$ cat config.mk
export PLATFORM = sky130hd
export DESIGN_NAME = clkcfg_i2c_slave
export DESIGN_NICKNAME = d
export VERILOG_FILES = /design/src/rtl/clkcfg_pkg.sv /design/src/rtl/clkcfg_line_sync.sv /design/src/rtl/clkcfg_regfile.sv /design/src/rtl/clkcfg_i2c_slave.sv
export SDC_FILE = /design/constraint.sdc
export NUM_CORES = 1
export LEC_CHECK = 0
export ABC_CLOCK_PERIOD_IN_PS = 1830
export CORE_MARGIN = 8
export CORE_UTILIZATION = 50
export DETAILED_ROUTE_END_ITERATION = 12
export PLACE_DENSITY = 0.84
export SLEW_MARGIN = 20
export SYNTH_ARGS = -nofsm -noshare
export SYNTH_HDL_FRONTEND = slang
export SYNTH_SLANG_ARGS = --single-unit
$ cat constraint.sdc
create_clock -name clk -period 1.83 [get_ports clk]
set_input_delay 0.2745 -clock clk [delete_from_list [all_inputs] [get_ports clk]]
set_output_delay 0.2745 -clock clk [all_outputs]
set_load 0.02 [all_outputs]
$ cat src/rtl/clkcfg_pkg.sv
package clkcfg_pkg;

    parameter int unsigned BYTE_W = 8;

    typedef enum logic [2:0] {
        ST_IDLE,
        ST_ADDR,
        ST_ADDR_ACK,
        ST_WR_BYTE,
        ST_WR_ACK,
        ST_RD_BYTE,
        ST_RD_ACK,
        ST_WAIT_STOP
    } slv_state_e;

endpackage

$ cat src/rtl/clkcfg_line_sync.sv
module clkcfg_line_sync #(
    parameter int unsigned SYNC_STAGES = 2
) (
    input  logic clk,
    input  logic rst_n,
    input  logic scl_i,
    input  logic sda_i,
    output logic sda_lvl,
    output logic scl_rise,
    output logic scl_fall,
    output logic start_det,
    output logic stop_det
);

    logic [SYNC_STAGES-1:0] scl_pipe;
    logic [SYNC_STAGES-1:0] sda_pipe;
    logic                   scl_prev;
    logic                   sda_prev;
    logic                   scl_lvl;

    always_ff @(posedge clk or negedge rst_n) begin
        if (!rst_n) begin
            scl_pipe <= '1;
            sda_pipe <= '1;
            scl_prev <= 1'b1;
            sda_prev <= 1'b1;
        end else begin
            scl_pipe <= {scl_pipe[SYNC_STAGES-2:0], scl_i};
            sda_pipe <= {sda_pipe[SYNC_STAGES-2:0], sda_i};
            scl_prev <= scl_pipe[SYNC_STAGES-1];
            sda_prev <= sda_pipe[SYNC_STAGES-1];
        end
    end

    assign scl_lvl   = scl_pipe[SYNC_STAGES-1];
    assign sda_lvl   = sda_pipe[SYNC_STAGES-1];
    assign scl_rise  = scl_lvl & ~scl_prev;
    assign scl_fall  = ~scl_lvl & scl_prev;
    assign start_det = scl_lvl & scl_prev & sda_prev & ~sda_lvl;
    assign stop_det  = scl_lvl & scl_prev & ~sda_prev & sda_lvl;

endmodule

$ cat src/rtl/clkcfg_regfile.sv
module clkcfg_regfile #(
    parameter int unsigned          NUM_BYTES   = 6,
    parameter logic [3:0]           ID_NIBBLE   = 4'h1,
    parameter logic [NUM_BYTES*8-1:0] RESET_VALUE = 48'h06_00_00_FF_FF_1F,
    localparam int unsigned         IDX_W       = $clog2(NUM_BYTES)
) (
    input  logic                   clk,
    input  logic                   rst_n,
    input  logic                   wr_en,
    input  logic [IDX_W-1:0]       wr_idx,
    input  logic [7:0]             wr_data,
    output logic [NUM_BYTES*8-1:0] cfg_flat
);

    for (genvar k = 0; k < NUM_BYTES; k++) begin : g_byte
        logic hit;
        assign hit = wr_en && (wr_idx == IDX_W'(k));
        if (k == 0) begin : g_id
            logic [3:0] low_q;
            always_ff @(posedge clk or negedge rst_n) begin
                if (!rst_n)   low_q <= RESET_VALUE[3:0];
                else if (hit) low_q <= wr_data[3:0];
            end
            assign cfg_flat[7:0] = {ID_NIBBLE, low_q};
        end else begin : g_plain
            logic [7:0] byte_q;
            always_ff @(posedge clk or negedge rst_n) begin
                if (!rst_n)   byte_q <= RESET_VALUE[k*8 +: 8];
                else if (hit) byte_q <= wr_data;
            end
            assign cfg_flat[k*8 +: 8] = byte_q;
        end
    end

endmodule

$ cat src/rtl/clkcfg_i2c_slave.sv
module clkcfg_i2c_slave
    import clkcfg_pkg::*;
#(
    parameter logic [6:0]             DEV_ADDR    = 7'h69,
    parameter int unsigned            NUM_BYTES   = 6,
    parameter int unsigned            HDR_BYTES   = 2,
    parameter int unsigned            SYNC_STAGES = 2,
    parameter logic [3:0]             ID_NIBBLE   = 4'h1,
    parameter logic [NUM_BYTES*8-1:0] RESET_VALUE = 48'h06_00_00_FF_FF_1F
) (
    input  logic                   clk,
    input  logic                   rst_n,
    input  logic                   scl_i,
    input  logic                   sda_i,
    output logic                   sda_oe,
    output logic [NUM_BYTES*8-1:0] cfg_bytes
);

    localparam int unsigned PH_MAX = HDR_BYTES + NUM_BYTES;
    localparam int unsigned PH_W   = $clog2(PH_MAX + 1);
    localparam int unsigned IDX_W  = $clog2(NUM_BYTES);
    localparam logic [PH_W-1:0] PH_HDR  = PH_W'(HDR_BYTES);
    localparam logic [PH_W-1:0] PH_END  = PH_W'(PH_MAX);
    localparam logic [PH_W-1:0] RD_END  = PH_W'(NUM_BYTES);
    localparam logic [7:0]      RD_CNT  = 8'(NUM_BYTES);

    slv_state_e       state, state_nx;
    logic [3:0]       bit_cnt;
    logic [7:0]       shreg;
    logic [PH_W-1:0]  phase;
    logic [PH_W-1:0]  rd_idx;
    logic             nack_q;
    logic [7:0]       tx_next;
    logic             byte_done;
    logic             wr_en;
    logic [IDX_W-1:0] wr_idx;

    logic sda_lvl, scl_rise, scl_fall, start_det, stop_det;

    clkcfg_line_sync #(.SYNC_STAGES(SYNC_STAGES)) u_sync (
        .clk       (clk),
        .rst_n     (rst_n),
        .scl_i     (scl_i),
        .sda_i     (sda_i),
        .sda_lvl   (sda_lvl),
        .scl_rise  (scl_rise),
        .scl_fall  (scl_fall),
        .start_det (start_det),
        .stop_det  (stop_det)
    );

    assign byte_done = scl_fall && (bit_cnt == 4'd8);
    assign wr_en     = (state == ST_WR_BYTE) && byte_done &&
                       (phase >= PH_HDR) && (phase < PH_END);
    assign wr_idx    = IDX_W'(phase - PH_HDR);

    clkcfg_regfile #(
        .NUM_BYTES   (NUM_BYTES),
        .ID_NIBBLE   (ID_NIBBLE),
        .RESET_VALUE (RESET_VALUE)
    ) u_regs (
        .clk      (clk),
        .rst_n    (rst_n),
        .wr_en    (wr_en),
        .wr_idx   (wr_idx),
        .wr_data  (shreg),
        .cfg_flat (cfg_bytes)
    );

    // read byte selection, 0xFF past the last byte
    always_comb begin
        tx_next = 8'hFF;
        for (int k = 0; k < NUM_BYTES; k++) begin
            if (rd_idx == PH_W'(k)) tx_next = cfg_bytes[k*8 +: 8];
        end
    end

    // next-state logic
    always_comb begin
        state_nx = state;
        if (start_det) begin
            state_nx = ST_ADDR;
        end else if (stop_det) begin
            state_nx = ST_IDLE;
        end else begin
            unique case (state)
                ST_IDLE:      state_nx = ST_IDLE;
                ST_ADDR:      if (byte_done)
                                  state_nx = (shreg[7:1] == DEV_ADDR) ? ST_ADDR_ACK : ST_WAIT_STOP;
                ST_ADDR_ACK:  if (scl_fall)
                                  state_nx = shreg[0] ? ST_RD_BYTE : ST_WR_BYTE;
                ST_WR_BYTE:   if (byte_done) state_nx = ST_WR_ACK;
                ST_WR_ACK:    if (scl_fall)  state_nx = ST_WR_BYTE;
                ST_RD_BYTE:   if (scl_fall && bit_cnt == 4'd7) state_nx = ST_RD_ACK;
                ST_RD_ACK:    if (scl_fall)
                                  state_nx = nack_q ? ST_WAIT_STOP : ST_RD_BYTE;
                ST_WAIT_STOP: state_nx = ST_WAIT_STOP;
                default:      state_nx = ST_IDLE;
            endcase
        end
    end

    // state register
    always_ff @(posedge clk or negedge rst_n) begin
        if (!rst_n) state <= ST_IDLE;
        else        state <= state_nx;
    end

    // datapath registers
    always_ff @(posedge clk or negedge rst_n) begin
        if (!rst_n) begin
            bit_cnt <= '0;
            shreg   <= '0;
            phase   <= '0;
            rd_idx  <= '0;
            nack_q  <= 1'b0;
        end else if (start_det || stop_det) begin
            bit_cnt <= '0;
        end else begin
            unique case (state)
                ST_ADDR, ST_WR_BYTE: begin
                    if (scl_rise && bit_cnt != 4'd8) begin
                        shreg   <= {shreg[6:0], sda_lvl};
                        bit_cnt <= bit_cnt + 4'd1;
                    end else if (byte_done) begin
                        bit_cnt <= '0;
                        if (state == ST_WR_BYTE && phase != PH_END)
                            phase <= phase + 1'b1;
                    end
                end
                ST_ADDR_ACK: begin
                    if (scl_fall) begin
                        bit_cnt <= '0;
                        phase   <= '0;
                        rd_idx  <= '0;
                        if (shreg[0]) shreg <= RD_CNT;
                    end
                end
                ST_RD_BYTE: begin
                    if (scl_fall) begin
                        shreg   <= {shreg[6:0], 1'b1};
                        bit_cnt <= bit_cnt + 4'd1;
                    end
                end
                ST_RD_ACK: begin
                    if (scl_rise) nack_q <= sda_lvl;
                    if (scl_fall) begin
                        shreg   <= tx_next;
                        bit_cnt <= '0;
                        if (rd_idx != RD_END) rd_idx <= rd_idx + 1'b1;
                    end
                end
                default: ;
            endcase
        end
    end

    // output decode
    always_comb begin
        unique case (state)
            ST_ADDR_ACK, ST_WR_ACK: sda_oe = 1'b1;
            ST_RD_BYTE:             sda_oe = ~shreg[7];
            default:                sda_oe = 1'b0;
        endcase
    end

endmodule

==> impl_metrics.tcl, run 1 <==
set metrics [dict create \
    run_status "complete, but fails checks" \
    failed_checks "setup timing" \
    synth_edf_count 0 \
    setup_slack_ns -0.184 \
    peakVddDrop_mv 0.892 \
    fin_util 0.732 \
    min_period_ns 2.01 \
    place_inst 579 \
    cts_buffer_depth 2 \
    cts-root-buf "clkbuf_8" \
    worst_ep_required_time_ns 2.07 \
    rrSetupSlack_ns -0.18 \
    grt_pass1_vias 3901 \
    clock_latency_ns 0.35 \
    ant_nets 0 \
    postSynthAreaPerCell_um2 11.2 \
    final-hold-violation-count 0 \
    core-area_mm2 0.00822 \
    detail_route.wl_per_cell_um 23.5 \
    antenna_found_initial 0 \
    hold_path.class "in2reg" \
    numCtsBuffers 9 \
    initial_utilization 0.514 \
    start_kind "flip-flop" \
    clock_sinks 74 \
    endpoint_kind "flip-flop" \
    finalNetCount 520 \
    ys_seq_elements 74 \
    cp_max_fo 4 \
    power.leakage_nw 2.84 \
    drive_above_1_share 0.464 \
    drt_iter0_drc 274 \
    io_buffers 48 \
    dr.pass1.iters 5 \
    fmax_mhz 497 \
    rows 33 \
    syn_area_mm2 0.00422 \
    dp_hpwl_um 8990 \
    fillers 523 \
    tns_ns -2.77 \
    syn2layout_area_growth_pct 42.5 \
    cts_htree_levels 3 \
    yosysSeqAreaShare 0.447 \
    rsz0062_at_grt "true" \
    viasPerCell 6.49 \
    die_x_um 108 \
    ys_warn_count 0 \
    place_ws_ns -0.191 \
    overflow 0 \
    powerDensity_mw_per_mm2 1260 \
    die_area_mm2 0.0116 \
    io_pins 53 \
    drv_slew 0 \
    grt_pass1_wl_um 20700 \
    skew_ns 0.00653 \
    finalSetupViolCount 49 \
    ys.flop_type "dfrtp_1" \
    drt_wl_total_um 14400 \
    fin_total_pwr_mw 7.60 \
    synth_cells 377 \
    vias 3985 \
    place_congestion 0.917 \
    n_antenna_cell 0 \
    critPathKind "reg2reg" \
    drt_drc_violations_left 0 \
    min_period_over_period 1.10 \
    grt_max_degree 75 \
    crit_arrival_ns 2.25 \
    synth_cell_types 67 \
    cap_violations 0 \
    die_height_um 108 \
    stdcell_count 614 \
    grt_use_total 0.228 \
    async_reset_ff_frac 1.00 \
    tritoncts "built" \
    cts.clk_slew.worst_paths_ns 0.08 \
]
-- sequential cells by signal, summed over array words and instances (netlist names) --
name,cells
u_sync.sda_pipe,2
phase,4
u_sync.sda_prev,1
state,3
u_sync.scl_prev,1
u_sync.scl_pipe,2
u_regs.g_byte.g_id.low_q,4
bit_cnt,4
shreg,8
nack_q,1
rd_idx,4
u_regs.g_byte.g_plain.byte_q,40
-- synthesized netlist by cell type, types with 5 or more instances --
cell type  number  area [um^2]
o31ai_1         6         45.0
nand2b_1        5         31.3
dfstp_2        28          736
mux2_2         24          270
inv_1          19         71.3
mux2_4         23          345
a21oi_1         7         35.0
nor2b_1         9         56.3
nand3b_1        5         37.5
dfrtp_1        46         1150
a31oi_1         5         31.3
a2111oi_0       5         43.8
clkbuf_1        8         30.0
nand3_1        11         55.1
nor3_1          6         30.0
o21ai_0        22          110
nor3b_1         5         37.5
a221o_1         5         50.1
nand2_1        22         82.6
ha_1           12          150
buf_2           9         45.0
nor2_1         14         52.6
-- what timing repair did --
item | 4_1_cts | 5_1_grt
resized for setup | 41 | 52
endpoints found under the setup margin | 51 | 68
pin swaps | 16 | 22
setup buffers | 6 | 12
hold buffers | 1 | 0
endpoints found under the hold margin | 46 | 0
-- layout make-up --
type | count | area (um^2) | share of cell area
multi-input cells | 261 | 2430 | 0.404
repair buffers | 139 | 1270 | 0.211
flip-flops and latches | 74 | 1890 | 0.315
inverters | 19 | 76.3 | 0.0127
well taps | 105 | 131 | 0.0218
clock buffers | 10 | 128 | 0.0212
clock inverters | 6 | 88.8 | 0.0148
-- cells in the final DEF, fill, tap and decap left out, drive strengths merged, types with 5 or more instances in the layout --
master / n
o31ai: 6
clkdlybuf4s50: 32
a21oi: 8
nand2: 25
a2111oi: 5
buf: 91
nor3b: 5
o21ai: 23
dfstp: 28
nor2: 15
inv: 20
ha: 12
mux2: 47
nor3: 6
a31oi: 5
a221o: 5
dfrtp: 46
nand3b: 5
dlymetal6s2s: 10
clkbuf: 10
nand3: 11
nor2b: 9
nand2b: 5
-- through the flow --
stage	instance area (um^2)	hold slack (ns)
5_1_grt	6010	0.319
4_1_cts	5730	0.318
2_1_floorplan	4280	-0.0211
6_report	6010	0.328
3_5_place_dp	5330	0.341
3_3_place_gp	5330	0.330
-- critical path: stages (launching register included) --
cell     delay, ns
dfrtp_2       0.48
ha_4          0.21
nor3_1        0.23
buf_4         0.20
nand2_1       0.14
o21ai_0       0.23
o31ai_1       0.12
mux2_4        0.28
-- kinds of logic after synthesis --
logic type | after synthesis | share of synthesized area
flops | 74 | 0.447
fa+ha+maj | 12 | 0.0356
compound gates | 86 | 0.150
xor+xnor | 3 | 0.00623
simple gates | 105 | 0.153
buf+inv | 44 | 0.0510
mux | 51 | 0.155
other cells | 2 | 0.00178
-- report_power, final --
part / switching (mW) / leakage [nW] / internal, mW
clock network: 0.650 / 0.103 / 0.771
logic: 2.10 / 1.84 / 1.96
registers: 0.246 / 0.894 / 1.87
-- final timing paths --
path,start,endpoint,cells after the start
setup / recovery,rd_idx[0],shreg[7],7
hold / removal,scl_i,u_sync.scl_pipe[0],1
setup reg to reg,rd_idx[0],shreg[7],7
hold reg to reg,u_sync.scl_pipe[0],u_sync.scl_pipe[1],0
max in group asynchronous,rst_n,u_regs.g_byte[1].g_plain.byte_q[1],3
min in group asynchronous,rst_n,state[0],3
-- routing by layer --
layer | vias up | global-route usage | part of all wire
met1 | 1978 | 0.265 | 0.37
met4 | 0 | 0.121 | 0.052
met3 | 78 | 0.0515 | 0.085
met5 | - | 0 | 0
li1 | 1649 | - | -
met2 | 280 | 0.384 | 0.49
No activity file was read; power rests on OpenSTA's default activity.
==> run 2: changes to the inputs <==
--- a/config.mk
+++ b/config.mk
@@ -10,6 +10,7 @@
 export CORE_UTILIZATION = 50
 export DETAILED_ROUTE_END_ITERATION = 12
 export PLACE_DENSITY = 0.84
+export SETUP_SLACK_MARGIN = 0.3
 export SLEW_MARGIN = 20
 export SYNTH_ARGS = -nofsm -noshare
 export SYNTH_HDL_FRONTEND = slang
==> run 2 against run 1 <==
Against the previous run: the run still ends with setup timing left; via count grew 1.7%; hold slack lost 0.0098 ns; wire length grew 10%; register-to-register slack lost 0.07 ns; sequential power is essentially flat; cell count grew 1.1%; global-route usage grew 0.94 points; clock power shrank 4%; largest power group unchanged; highest routed layer unchanged.
==> impl_metrics.tcl, run 2 (synthesized netlist as in run 1, its figures left out) <==
set metrics [dict create \
    run_status "complete, but fails checks" \
    failed_checks "setup timing" \
    numCtsBuffers 9 \
    pwr-share-comb 0.577 \
    worst_ep_required_time_ns 2.08 \
    swShare 0.416 \
    ant_nets 0 \
    n_antenna_cell 0 \
    rrSetupSlack_ns -0.25 \
    tightest_slew_ns 0.637 \
    min_period_ns 2.08 \
    final-hold-violation-count 0 \
    finalSetupViolCount 43 \
    hold_path.class "in2reg" \
    timing.rr.end "shreg[6]" \
    fmax_mhz 481 \
    drive_above_1_share 0.579 \
    crit_arrival_ns 2.33 \
    top_regs "u_regs.g_byte.g_plain.byte_q (40), shreg (8)" \
    final_cell_mix "buf_4 (76), dfrtp_1 (43), mux2_4 (35)" \
    drt_wl_total_um 15900 \
    cap_violations 0 \
    antenna_found_initial 0 \
    relSlewSlack 0.574 \
    regMostFlops "u_regs.g_byte.g_plain.byte_q" \
    start_kind "flip-flop" \
    intPower_mw 4.82 \
    cts_htree_levels 3 \
    cts-root-buf "clkbuf_8" \
    p_sw_mw 3.43 \
    rsz0062_at_grt "true" \
    grt_pass1_wl_um 21400 \
    p_seq_frac 0.257 \
    place_congestion 0.960 \
    drt_drc_violations_left 0 \
    crit_start "rd_idx[0]" \
    detail_route.wl_per_cell_um 25.6 \
    io_buffers 48 \
    power.leakage_nw 2.91 \
    cts_buffer_depth 2 \
    peakVddDrop_mv 1.07 \
    place_ws_ns -0.149 \
    dp_hpwl_um 8940 \
    initial_utilization 0.514 \
    cpMaxStageDelayCell "dfrtp_2" \
    rr_worst_depth 9 \
    syn2layout_area_growth_pct 49.8 \
    layout_commonest_cell "buf_4" \
    viasPerCell 6.53 \
    cpMostUsedCell "buf_4" \
    multi_input_area_mm2 0.00274 \
    tritoncts "built" \
    path_cells "inv_4, ha_4, buf_4, buf_4, nand2_1, o21ai_2, a32oi_2, o31ai_1, mux2_4" \
    setup_slack_ns -0.250 \
    powerDensity_mw_per_mm2 1310 \
    die_x_um 108 \
    critPathKind "reg2reg" \
    clkPwrFrac 0.166 \
    grt_max_degree 35 \
    grt_use_total 0.238 \
    cp_max_fo 5 \
    finalNetCount 527 \
    min_period_over_period 1.14 \
    io_pins 53 \
    drv_slew 0 \
    drt_iter0_drc 426 \
    clock_sinks 74 \
    grt_pass1_vias 3953 \
    die_height_um 108 \
    cts.clk_slew.worst_paths_ns 0.09 \
    vias 4053 \
    crit_path_max_incr_delay_ns 0.48 \
    skew_ns 0.0114 \
    core-area_mm2 0.00822 \
    largest_reg_flops 40 \
    overflow 0 \
    r2r-start "rd_idx[0]" \
    fillers 471 \
    regArea_mm2 0.00189 \
    clock_latency_ns 0.36 \
    endpoint "shreg[6]" \
    endpoint_kind "flip-flop" \
    dr.pass1.iters 5 \
    rows 33 \
    die_area_mm2 0.0116 \
    tns_ns -3.58 \
]
run 2: worst max-delay path: cells and delay by family (launching register included):
family / cells / cell delay [ns]
compound gates: 3 / 0.55
mux: 1 / 0.30
flops: 1 / 0.48
buf+inv: 3 / 0.38
simple gates: 1 / 0.07
fa+ha+maj: 1 / 0.18
run 2: worst min-delay path by stage:
stage | from | end | slack, ns | depth (start not counted)
after global routing | sda_i | u_sync.sda_pipe[0] | 0.30 | 1
after global placement | rst_n | u_regs.g_byte[5].g_plain.byte_q[4] | 0.27 | 1
after floorplan | rst_n | bit_cnt[0] | -0.02 | 0
after CTS | scl_i | u_sync.scl_pipe[0] | 0.31 | 1
final | scl_i | u_sync.scl_pipe[0] | 0.32 | 1
after detailed placement | rst_n | u_regs.g_byte[5].g_plain.byte_q[4] | 0.29 | 1
run 2: layer usage:
metal | vias up | global-route usage | share of wire
met5 | - | 0 | 0
met4 | 0 | 0.126 | 0.062
met3 | 99 | 0.0587 | 0.10
met2 | 306 | 0.393 | 0.49
met1 | 1998 | 0.279 | 0.35
li1 | 1650 | - | -
run 2: power by group through the flow:
stage / sequential [mW] / clock, mW / combinational [mW]
CTS: 2.07 / 1.35 / 3.86
finish: 2.12 / 1.37 / 4.76
global placement: 2.05 / 0 / 3.20
detailed placement: 2.07 / 0 / 3.33
global route: 2.13 / 1.46 / 4.98
floorplan: 2.09 / 0 / 2.07
run 2: timing repair:
item	CTS	global route
setup endpoints to repair	112	83
resized for setup	137	80
pin swaps	29	38
hold buffers	1	0
setup buffers	16	10
hold endpoints to repair	15	0
run 2: metrics by stage:
stage | instance area [um^2] | total power [mW] | std cells | util | hold slack [ns]
final | 6320 | 8.26 | 621 | 0.769 | 0.318
after global routing | 6320 | 8.57 | 621 | 0.769 | 0.304
after floorplan | 4360 | 4.15 | 379 | - | -0.0211
after detailed placement | 5390 | 5.40 | 578 | 0.656 | 0.286
after CTS | 5960 | 7.28 | 611 | 0.726 | 0.313
after global placement | 5390 | 5.25 | 578 | 0.656 | 0.272
run 2: area by class of cell:
cell class,instances,area share
Multi-Input combinational cell,261,0.434
Tap cell,105,0.0208
Timing Repair Buffer,146,0.201
Sequential cell,74,0.299
Clock inverter,6,0.0115
Clock buffer,10,0.0218
Inverter,19,0.0121
